`src/rtl/gfr4_pkg.sv`:
```
package gfr4_pkg;

  // Selection key built from a coefficient pair: bit 0 = lower-term key,
  // bit 1 = upper-term key.
  typedef enum logic [1:0] {
    PICK_NONE = 2'b00,
    PICK_LO   = 2'b01,
    PICK_HI   = 2'b10,
    PICK_BOTH = 2'b11
  } pick_e;

  function automatic pick_e pick_code(input logic lo_key, input logic hi_key);
    return pick_e'({hi_key, lo_key});
  endfunction

  // Candidate vector indexed by pick_e: {lo^hi, hi, lo, 0}
  function automatic logic [3:0] cand_set(input logic lo, input logic hi);
    return {lo ^ hi, hi, lo, 1'b0};
  endfunction

  function automatic logic xor3(input logic x, input logic y, input logic z);
    return x ^ y ^ z;
  endfunction

endpackage

```
`src/rtl/gfr4_cand.sv`:
```
module gfr4_cand
  import gfr4_pkg::*;
(
  input  logic       x_lo,
  input  logic       x_hi,
  output logic [3:0] cand
);
  // One shared XOR per step feeds every bit position.
  always_comb cand = cand_set(x_lo, x_hi);
endmodule

```
`src/rtl/gfr4_mux4.sv`:
```
module gfr4_mux4
  import gfr4_pkg::*;
(
  input  logic [3:0] cand,
  input  pick_e      pick,
  output logic       y
);
  always_comb begin
    unique case (pick)
      PICK_NONE: y = cand[0];
      PICK_LO:   y = cand[1];
      PICK_HI:   y = cand[2];
      PICK_BOTH: y = cand[3];
      default:   y = 1'b0;
    endcase
  end
endmodule

```
`src/rtl/gfr4_cell.sv`:
```
module gfr4_cell
  import gfr4_pkg::*;
(
  input  logic [3:0] red_cand,
  input  logic [3:0] opd_cand,
  input  logic       p_lo_key,
  input  logic       p_hi_key,
  input  logic       a_lo_key,
  input  logic       a_hi_key,
  input  logic       shift_in,
  output logic       v_bit,
  output logic       k_bit,
  output logic       t_bit
);
  pick_e red_pick, opd_pick;

  always_comb begin
    red_pick = pick_code(p_lo_key, p_hi_key);
    opd_pick = pick_code(a_lo_key, a_hi_key);
  end

  gfr4_mux4 u_red (.cand(red_cand), .pick(red_pick), .y(v_bit));
  gfr4_mux4 u_opd (.cand(opd_cand), .pick(opd_pick), .y(k_bit));

  always_comb t_bit = xor3(shift_in, v_bit, k_bit);
endmodule

```
`src/rtl/gfr4_step.sv`:
```
module gfr4_step #(
  parameter int M = 8
) (
  input  logic [M-1:0] t_prev,
  input  logic [M-1:0] a_op,
  input  logic [M-1:0] a_shift,
  input  logic [M-1:0] poly,
  input  logic [M-1:0] poly_up,
  input  logic         b_hi,
  input  logic         b_lo,
  output logic [M-1:0] t_next
);
  localparam int TOP = M - 1;
  localparam int SUB = M - 2;

  // Named internal events for the checker
  logic [3:0]   red_cand;   // from the two top partial-product bits
  logic [3:0]   opd_cand;   // from the multiplier bit pair
  logic [M-1:0] v_bits;     // per-bit reduction terms
  logic [M-1:0] k_bits;     // per-bit operand terms
  logic [M-1:0] shift_bits; // partial product moved up by two places

  gfr4_cand u_red_cand (.x_lo(t_prev[SUB]), .x_hi(t_prev[TOP]), .cand(red_cand));
  gfr4_cand u_opd_cand (.x_lo(b_lo),        .x_hi(b_hi),        .cand(opd_cand));

  for (genvar j = 0; j < M; j++) begin : g_bit
    if (j >= 2) begin : g_shift
      assign shift_bits[j] = t_prev[j-2];
    end else begin : g_base
      assign shift_bits[j] = 1'b0;
    end

    gfr4_cell u_cell (
      .red_cand (red_cand),
      .opd_cand (opd_cand),
      .p_lo_key (poly[j]),
      .p_hi_key (poly_up[j]),
      .a_lo_key (a_op[j]),
      .a_hi_key (a_shift[j]),
      .shift_in (shift_bits[j]),
      .v_bit    (v_bits[j]),
      .k_bit    (k_bits[j]),
      .t_bit    (t_next[j])
    );
  end
endmodule

```
`config.mk`:
```
export PLATFORM = sky130hd
export DESIGN_NAME = gfr4_step
export DESIGN_NICKNAME = d
export VERILOG_FILES = /design/src/rtl/gfr4_pkg.sv /design/src/rtl/gfr4_cand.sv /design/src/rtl/gfr4_mux4.sv /design/src/rtl/gfr4_cell.sv /design/src/rtl/gfr4_step.sv
export SDC_FILE = /design/constraint.sdc
export NUM_CORES = 1
export LEC_CHECK = 0
export BUFFER_PORTS_ARGS = -buffer_cell sky130_fd_sc_hd__buf_2
export CORE_MARGIN = 3
export CORE_UTILIZATION = 38
export DETAILED_ROUTE_END_ITERATION = 7
export GPL_ROUTABILITY_DRIVEN = 1
export MAX_ROUTING_LAYER = met4
export PLACE_DENSITY = 0.95
export RECOVER_POWER = 50
export REMOVE_ABC_BUFFERS = 1
export SYNTH_ARGS = -nofsm -noshare
export SYNTH_HDL_FRONTEND = slang
export SYNTH_SLANG_ARGS = --single-unit
```
`constraint.sdc`:
```
create_clock -name vclk -period 1.6
set_clock_uncertainty 0.15 [all_clocks]
set_input_delay 0.32 -clock vclk [all_inputs]
set_output_delay 0.32 -clock vclk [all_outputs]
set_load 0.05 [all_outputs]
```
==> out/metrics.cfg, run 1 <==
[layout]
layout-drive-gt1-share_pct = 64.2
diodes = 0
clkbuf_count = 0
fillers = 94
syn2layout_area_growth_pct = 66.7
fin_util_pct = 71.9
stdcell_count = 123
fin_nets = 153
seq_cell_count = 0
seqCellArea_um2 = 0
multi_input_area_um2 = 475

[yosys]
synth_seq_area_share_pct = 0
avgSynthCellArea_um2 = 7.53
syn-cell-area_um2 = 512
syn_inst = 68
yosys_warnings = 0
synth_cell_type_count = 9

[power_and_ir_drop]
vdd_drop_max_v = 0.000354
powerDensity_nw_per_um2 = 590
p_leak_uw = 0.000488
power_uw = 503

[job]
cap_viol_max_count = 0

[detailed_routing]
drt_first_iter_violations = 2
antenna_left = 0
dr.pass1.iters = 3
drc = 0
vias = 558
post_drt_wl_per_cell_um = 12.1
drt-total-wl_mm = 1.49
vias_per_cell = 4.54

[floorplanning]
start_util_pct = 43.1
die_h_um = 42.7
rows = 12
die_x_um = 42.7
coreArea_um2 = 1190
num_io_pins = 50
die_area_um2 = 1820

[placement]
gp_congestion = 0.657
placed_cells_incl_taps = 120
io_buffers = 50
place_ws_ps = -287

[clock_tree]
ctsHoldBuffers = 0

[timing]
setup_ws_ps = -177
fin_crit_ps = 1780
slew_headroom_pct = 86.9
tightestPinTransition_ps = 196
slew_violations = 0
rsz0062_at_grt = yes
holdWs_ps = 942
hold_violations = 0
max_freq_mhz = 563
finalCritPeriodShare_pct = 111
final-setup-viol-count = 7

[worst_hold_path]
hp-class = in -> out
min_path_cells = 4

[worst_setup_path]
critical_path.endpoint_type = output pin
crit_path_start_kind = input port
cp_max_fo = 5
critical_path_class = in -> out
worstPathArrival_ps = 1310
cp_data_required_time_ps = 1130
cp-startpoint = t_prev[7]
cp-endpoint = t_next[3]

[grt]
antenna_found_initial = 0
first_global_vias = 578
grt_max_degree = 9
grt_pass1_wl_mm = 2.35
grt_overflow_total = 0
globalRouteTotalUtil_pct = 16.5

[run_status]
outcome = finished with violations
failed_checks = setup timing

## synth_stat cells
cell / number / area [um2]
buf_2: 1 / 5.00
buf_4: 8 / 60.1
buf_6: 1 / 11.3
clkbuf_1: 2 / 7.51
nand2_1: 26 / 97.6
nand2_2: 6 / 37.5
xnor2_1: 10 / 87.6
xnor3_1: 6 / 135
xor2_1: 8 / 70.1
## area by class of cell
| type | instances | share of cell area [%] |
|---|---|---|
| multi-input cells | 56 | 55.7 |
| repair buffers | 53 | 42.2 |
| well taps | 14 | 2.05 |
## placed cells by master, fill, tap and decap left out
cell / netlist / layout
xor2_2: 0 / 2
buf_12: 0 / 3
xor2_1: 8 / 6
nand2_2: 6 / 13
nand2_4: 0 / 2
nand2_1: 26 / 17
xnor2_1: 10 / 10
xnor3_1: 6 / 6
buf_2: 1 / 36
buf_6: 1 / 4
buf_4: 8 / 10
## cell families after synthesis
family        share of synthesized area, %
xor+xnor                              57.2
buf+inv                               16.4
simple gates                          26.4
## how the worst min path moves through the flow
| stage | from | endpoint | slack [ps] |
|---|---|---|---|
| 5_1_grt | t_prev[0] | t_next[2] | 960 |
| 6_report | t_prev[2] | t_next[4] | 940 |
| 3_5_place_dp | t_prev[4] | t_next[6] | 960 |
| 3_3_place_gp | t_prev[2] | t_next[4] | 950 |
| 4_1_cts | t_prev[0] | t_next[2] | 950 |
| 2_1_floorplan | t_prev[0] | t_next[2] | 920 |
## power breakdown
group	switching (uW)	total, uW	internal [uW]
sequential	0	0	0
clock	0	0	0
combinational	292	503	211
total	292	503	211
## metal layers
layer | part of all wire [%] | up-vias | GRT usage, %
li1 | - | 278 | -
met1 | 34 | 244 | 17.3
met2 | 55 | 36 | 34.1
met3 | 11 | 0 | 1.69
met4 | 0 | 0 | 0
met5 | 0 | - | -
## worst max-delay path: stages
cell and delay [ps]:
buf_12 110, nand2_2 40, xnor3_1 390, xnor2_1 200
buf_4 240
## what timing repair did
action / CTS / global route
pin swaps: 19 / 6
endpoints found under the setup margin: 8 / 8
endpoints found under the hold margin: 0 / 0
setup buffers: 2 / 1
resized for setup: 31 / 4
## stage by stage
step / TNS, ps / instance area [um2]
after CTS: -689 / 826
final: -759 / 853
after detailed placement: -1830 / 696
after floorplan: -3270 / 428
after global placement: -1570 / 696
after global routing: -990 / 853
(Power assumes the default switching activity.)
==> run 2: changes to the inputs <==
- CORE_AREA: not set -> 3 3 40 42
- CORE_MARGIN: 3 -> not set
- CORE_UTILIZATION: 38 -> not set
- DIE_AREA: not set -> 0 0 43 45
- clock period: 1.6 -> 2.1 ns (I/O delays scaled with it)
==> run 2 against run 1 <==
The flow now finishes without violations. Design area fell by 16%. Clock-buffer cell count did not move. Via count fell by 5.4%. Largest cell class unchanged. Utilization fell by 16 points. Flip-flop and latch count did not move. Global-route usage fell by 2.9 points. Worst hold slack improved by 210 ps. First-iteration DRC count fell by 50%.
==> out/metrics.cfg, run 2 (same netlist as run 1, synthesis figures left out) <==
[layout]
syn2layout_area_growth_pct = 40.1
layout-drive-gt1-share_pct = 53.3
finalInstanceArea_um2 = 717
fin_nets = 151
multi_input_area_um2 = 428
final_cell_mix = buf_2 (43), nand2_1 (26), xnor2_1 (10)
diodes = 0
fillers = 123
seq_cell_count = 0
clkbuf_count = 0
final_common_cell = buf_2
seqCellArea_um2 = 0

[grt]
grt_overflow_total = 0
globalRouteTotalUtil_pct = 13.6
grt_pass1_wl_mm = 2.01
first_global_vias = 502
grt_max_degree = 9
antenna_found_initial = 0

[placement]
placed_area_um2 = 704
gp_congestion = 0.690
io_buffers = 50
dpl.hpwl_mm = 1.10

[worst_setup_path]
cpMostUsedCell = buf_2
cp_cell_sequence = buf_2 > nand2_2 > xnor3_1 > xnor2_1 > buf_2
cp_max_fo = 7
critical_path.endpoint_type = output pin
crit_path_start_kind = input port
cpPeakStageDelay_ps = 380
critical_path_class = in -> out
cp_data_required_time_ps = 1530
cpMaxStageDelayCell = xnor3_1
worstPathArrival_ps = 1480

[timing]
fin_crit_ps = 2050
slew_headroom_pct = 81.4
slew_violations = 0
final-setup-viol-count = 0
hold_violations = 0
finalCritPeriodShare_pct = 97.4
holdWs_ps = 1150
max_freq_mhz = 489
rsz0062_at_grt = no
tightestPinTransition_ps = 280

[worst_hold_path]
min-delay-start = t_prev[0]
hold-path-endpoint = t_next[2]
min_path_cells = 4
hp-class = in -> out

[power_and_ir_drop]
combPwrFrac_pct = 100.0
vdd_drop_max_v = 0.000302
p_seq_share_pct = 0
p_clk_share_pct = 0
power_switching_uw = 209
p_int_uw = 131
powerDensity_nw_per_um2 = 475
p_sw_share_pct = 61.4
p_leak_uw = 0.000436

[detailed_routing]
drt-total-wl_mm = 1.29
vias_per_cell = 4.33
vias = 528
drc = 0
post_drt_wl_per_cell_um = 10.5
drt_first_iter_violations = 1
dr.pass1.iters = 4
antenna_left = 0

[floorplanning]
die_area_um2 = 1940
die_x_um = 43
die_h_um = 45
num_io_pins = 50
coreArea_um2 = 1280
rows = 13
start_util_pct = 39.8

[run_status]
outcome = finished clean

[job]
cap_viol_max_count = 0

[clock_tree]
ctsHoldBuffers = 0

-- run 2: cell types whose count changed in the layout (fill, tap and decap cells not counted) --
cell,delta
buf_12,-3
buf_2,+7
buf_4,-8
buf_6,-4
clkbuf_2,+2
clkbuf_4,+4
nand2_1,+9
nand2_2,-7
nand2_4,-2
xor2_1,+2
xor2_2,-2
-- run 2: worst max path at each step --
stage | cells past startpoint | start | to
5_1_grt | 5 | b_lo | t_next[3]
6_report | 5 | b_hi | t_next[7]
3_3_place_gp | 5 | b_hi | t_next[7]
2_1_floorplan | 3 | a_shift[2] | t_next[2]
3_5_place_dp | 5 | b_hi | t_next[7]
4_1_cts | 5 | b_hi | t_next[2]
-- run 2: power by group through the flow --
stage                     combinational, uW  sequential, uW  clock (uW)
after floorplan                         237               0           0
after global placement                  323               0           0
after detailed placement                329               0           0
after CTS                               331               0           0
after global routing                    359               0           0
final                                   340               0           0
-- run 2: critical path: cells and delay by family --
kind | cells | cell delay (ps)
XOR/XNOR | 2 | 540
buffers and inverters | 2 | 440
AND/OR/NAND/NOR | 1 | 70
-- run 2: layout make-up --
cell class,instances,share of cell area (%)
multi-input cells,56,59.7
repair buffers,51,37.7
well taps,15,2.62
-- run 2: metrics by stage --
| step | TNS (ps) | setup slack [ps] | power, uW | utilization, % | cells |
|---|---|---|---|---|---|
| CTS | 0 | 29.9 | 331 | 54.8 | 122 |
| global route | 0 | 1.89 | 359 | 55.8 | 122 |
| floorplan | -991 | -165 | 237 | - | 56 |
| finish | 0 | 54.7 | 340 | 55.8 | 122 |
| global placement | 0 | 47.1 | 323 | 54.8 | 122 |
| detailed placement | 0 | 43.2 | 329 | 54.8 | 122 |
-- run 2: routing by layer --
layer  up-vias  GRT usage [%]  wire [um]
met3         2          0.797        126
li1        276              -          -
met2        34           29.0        720
met4         0           2.41         23
met5         -              -          0
met1       216           13.4        416
-- run 2: timing repair --
action	4_1_cts	5_1_grt
hold endpoints to repair	0	0
endpoints found under the setup margin	0	5
resized for setup	0	6
setup buffers	0	0
==> run 3: changes to the inputs <==
- CELL_PAD_IN_SITES_DETAIL_PLACEMENT: not set -> 0
- CELL_PAD_IN_SITES_GLOBAL_PLACEMENT: not set -> 1
- CORE_AREA: 3 3 40 42 -> not set
- CORE_MARGIN: not set -> 3
- CORE_UTILIZATION: not set -> 26
- DIE_AREA: 0 0 43 45 -> not set
==> run 3 against run 2 <==
Worst hold slack got worse by 3.9 ps. First-iteration DRC count stayed put. Worst setup slack worse by 6.4 ps. Flip-flop and latch count is the same. Sequential share of layout area did not move. Global-route usage down 4.0 points. Total power shrank 1.9%. Highest routed layer is now met3.
==> out/metrics.cfg, run 3 (same netlist as run 1, synthesis figures left out) <==
[power_and_ir_drop]
p_leak_uw = 0.000434
vdd_drop_max_v = 0.000177
powerDensity_nw_per_um2 = 461

[grt]
first_global_vias = 518
globalRouteTotalUtil_pct = 9.59
grt_max_degree = 9
grt_pass1_wl_mm = 1.96
antenna_found_initial = 0
grt_overflow_total = 0

[timing]
rsz0062_at_grt = no
fin_crit_ps = 2050
finalCritPeriodShare_pct = 97.7
max_freq_mhz = 487
final-setup-viol-count = 0
slew_violations = 0
slew_headroom_pct = 81.7
hold_violations = 0
tightestPinTransition_ps = 276
tns_ps = 0
holdWs_ps = 1150

[placement]
io_buffers = 50
gp_congestion = 0.717
dpl.hpwl_mm = 1.13

[worst_hold_path]
hp-class = in -> out

[floorplanning]
rows = 15
die_x_um = 50.4
die_area_um2 = 2540
start_util_pct = 28.7
coreArea_um2 = 1780
num_io_pins = 50
die_h_um = 50.4

[layout]
final_cell_mix = buf_2 (45), nand2_1 (26), xnor2_1 (10)
layout-drive-gt1-share_pct = 53.3
syn2layout_area_growth_pct = 41.6
fin_nets = 151
diodes = 0
seqCellArea_um2 = 0
final_common_cell = buf_2
clkbuf_count = 0
seq_cell_count = 0

[worst_setup_path]
cp_data_required_time_ps = 1530
critical_path.endpoint_type = output pin
worstPathArrival_ps = 1480
cp_max_fo = 7
critical_path_class = in -> out
crit_path_start_kind = input port

[detailed_routing]
drt-total-wl_mm = 1.27
vias = 512
post_drt_wl_per_cell_um = 9.59
antenna_left = 0
drc = 0
vias_per_cell = 3.88
drt_first_iter_violations = 1
dr.pass1.iters = 2

[run_status]
outcome = finished clean

[clock_tree]
ctsHoldBuffers = 0

[job]
cap_viol_max_count = 0

[run 3: changes by cell type in the layout (fill, tap and decap cells not counted)]
cell,previous run,this run
buf_2,43,45
clkbuf_4,4,2
[run 3: final timing paths]
| path | from | endpoint | slack [ps] | cells past startpoint |
|---|---|---|---|---|
| setup / recovery | b_hi | t_next[6] | 50 | 5 |
| hold / removal | t_prev[1] | t_next[3] | 1150 | 4 |
[run 3: repair_timing]
action                     4_1_cts  5_1_grt
buffers inserted                 0        0
setup endpoints to repair        0        3
resized for setup                0        4
[run 3: layout make-up]
class / count / area, um2
fill: 191 / 1060
multi-input combinational: 56 / 428
tap: 25 / 31.3
timing repair buffer: 51 / 265
[run 3: metrics by stage]
stage	worst slack (ps)	instance area (um2)	total power, uW	std cells	util, %
2_1_floorplan	-165	428	237	56	-
3_3_place_gp	49.0	717	327	132	40.2
3_5_place_dp	30.8	717	329	132	40.2
4_1_cts	31.1	717	329	132	40.2
5_1_grt	1.10	724	353	132	40.6
6_report	48.3	724	334	132	40.6
[run 3: power breakdown]
group	internal (uW)	leakage [uW]	switching (uW)
sequential	0	0	0
clock	0	0	0
combinational	126	0.000434	207
[run 3: layer usage]
layer | share of wire (%) | up-vias | track usage [%] | routed length (um)
met4 | 0 | 0 | 0 | 0
met2 | 60 | 17 | 21.7 | 761
met3 | 6.1 | 0 | 0.593 | 77
met5 | 0 | - | - | 0
met1 | 34 | 219 | 8.83 | 427
li1 | - | 276 | - | -
[run 3: critical path, cell delays in order]
cell and delay, ps:
buf_2 160, nand2_2 70, xnor3_1 380, xnor2_1 170, buf_2 280
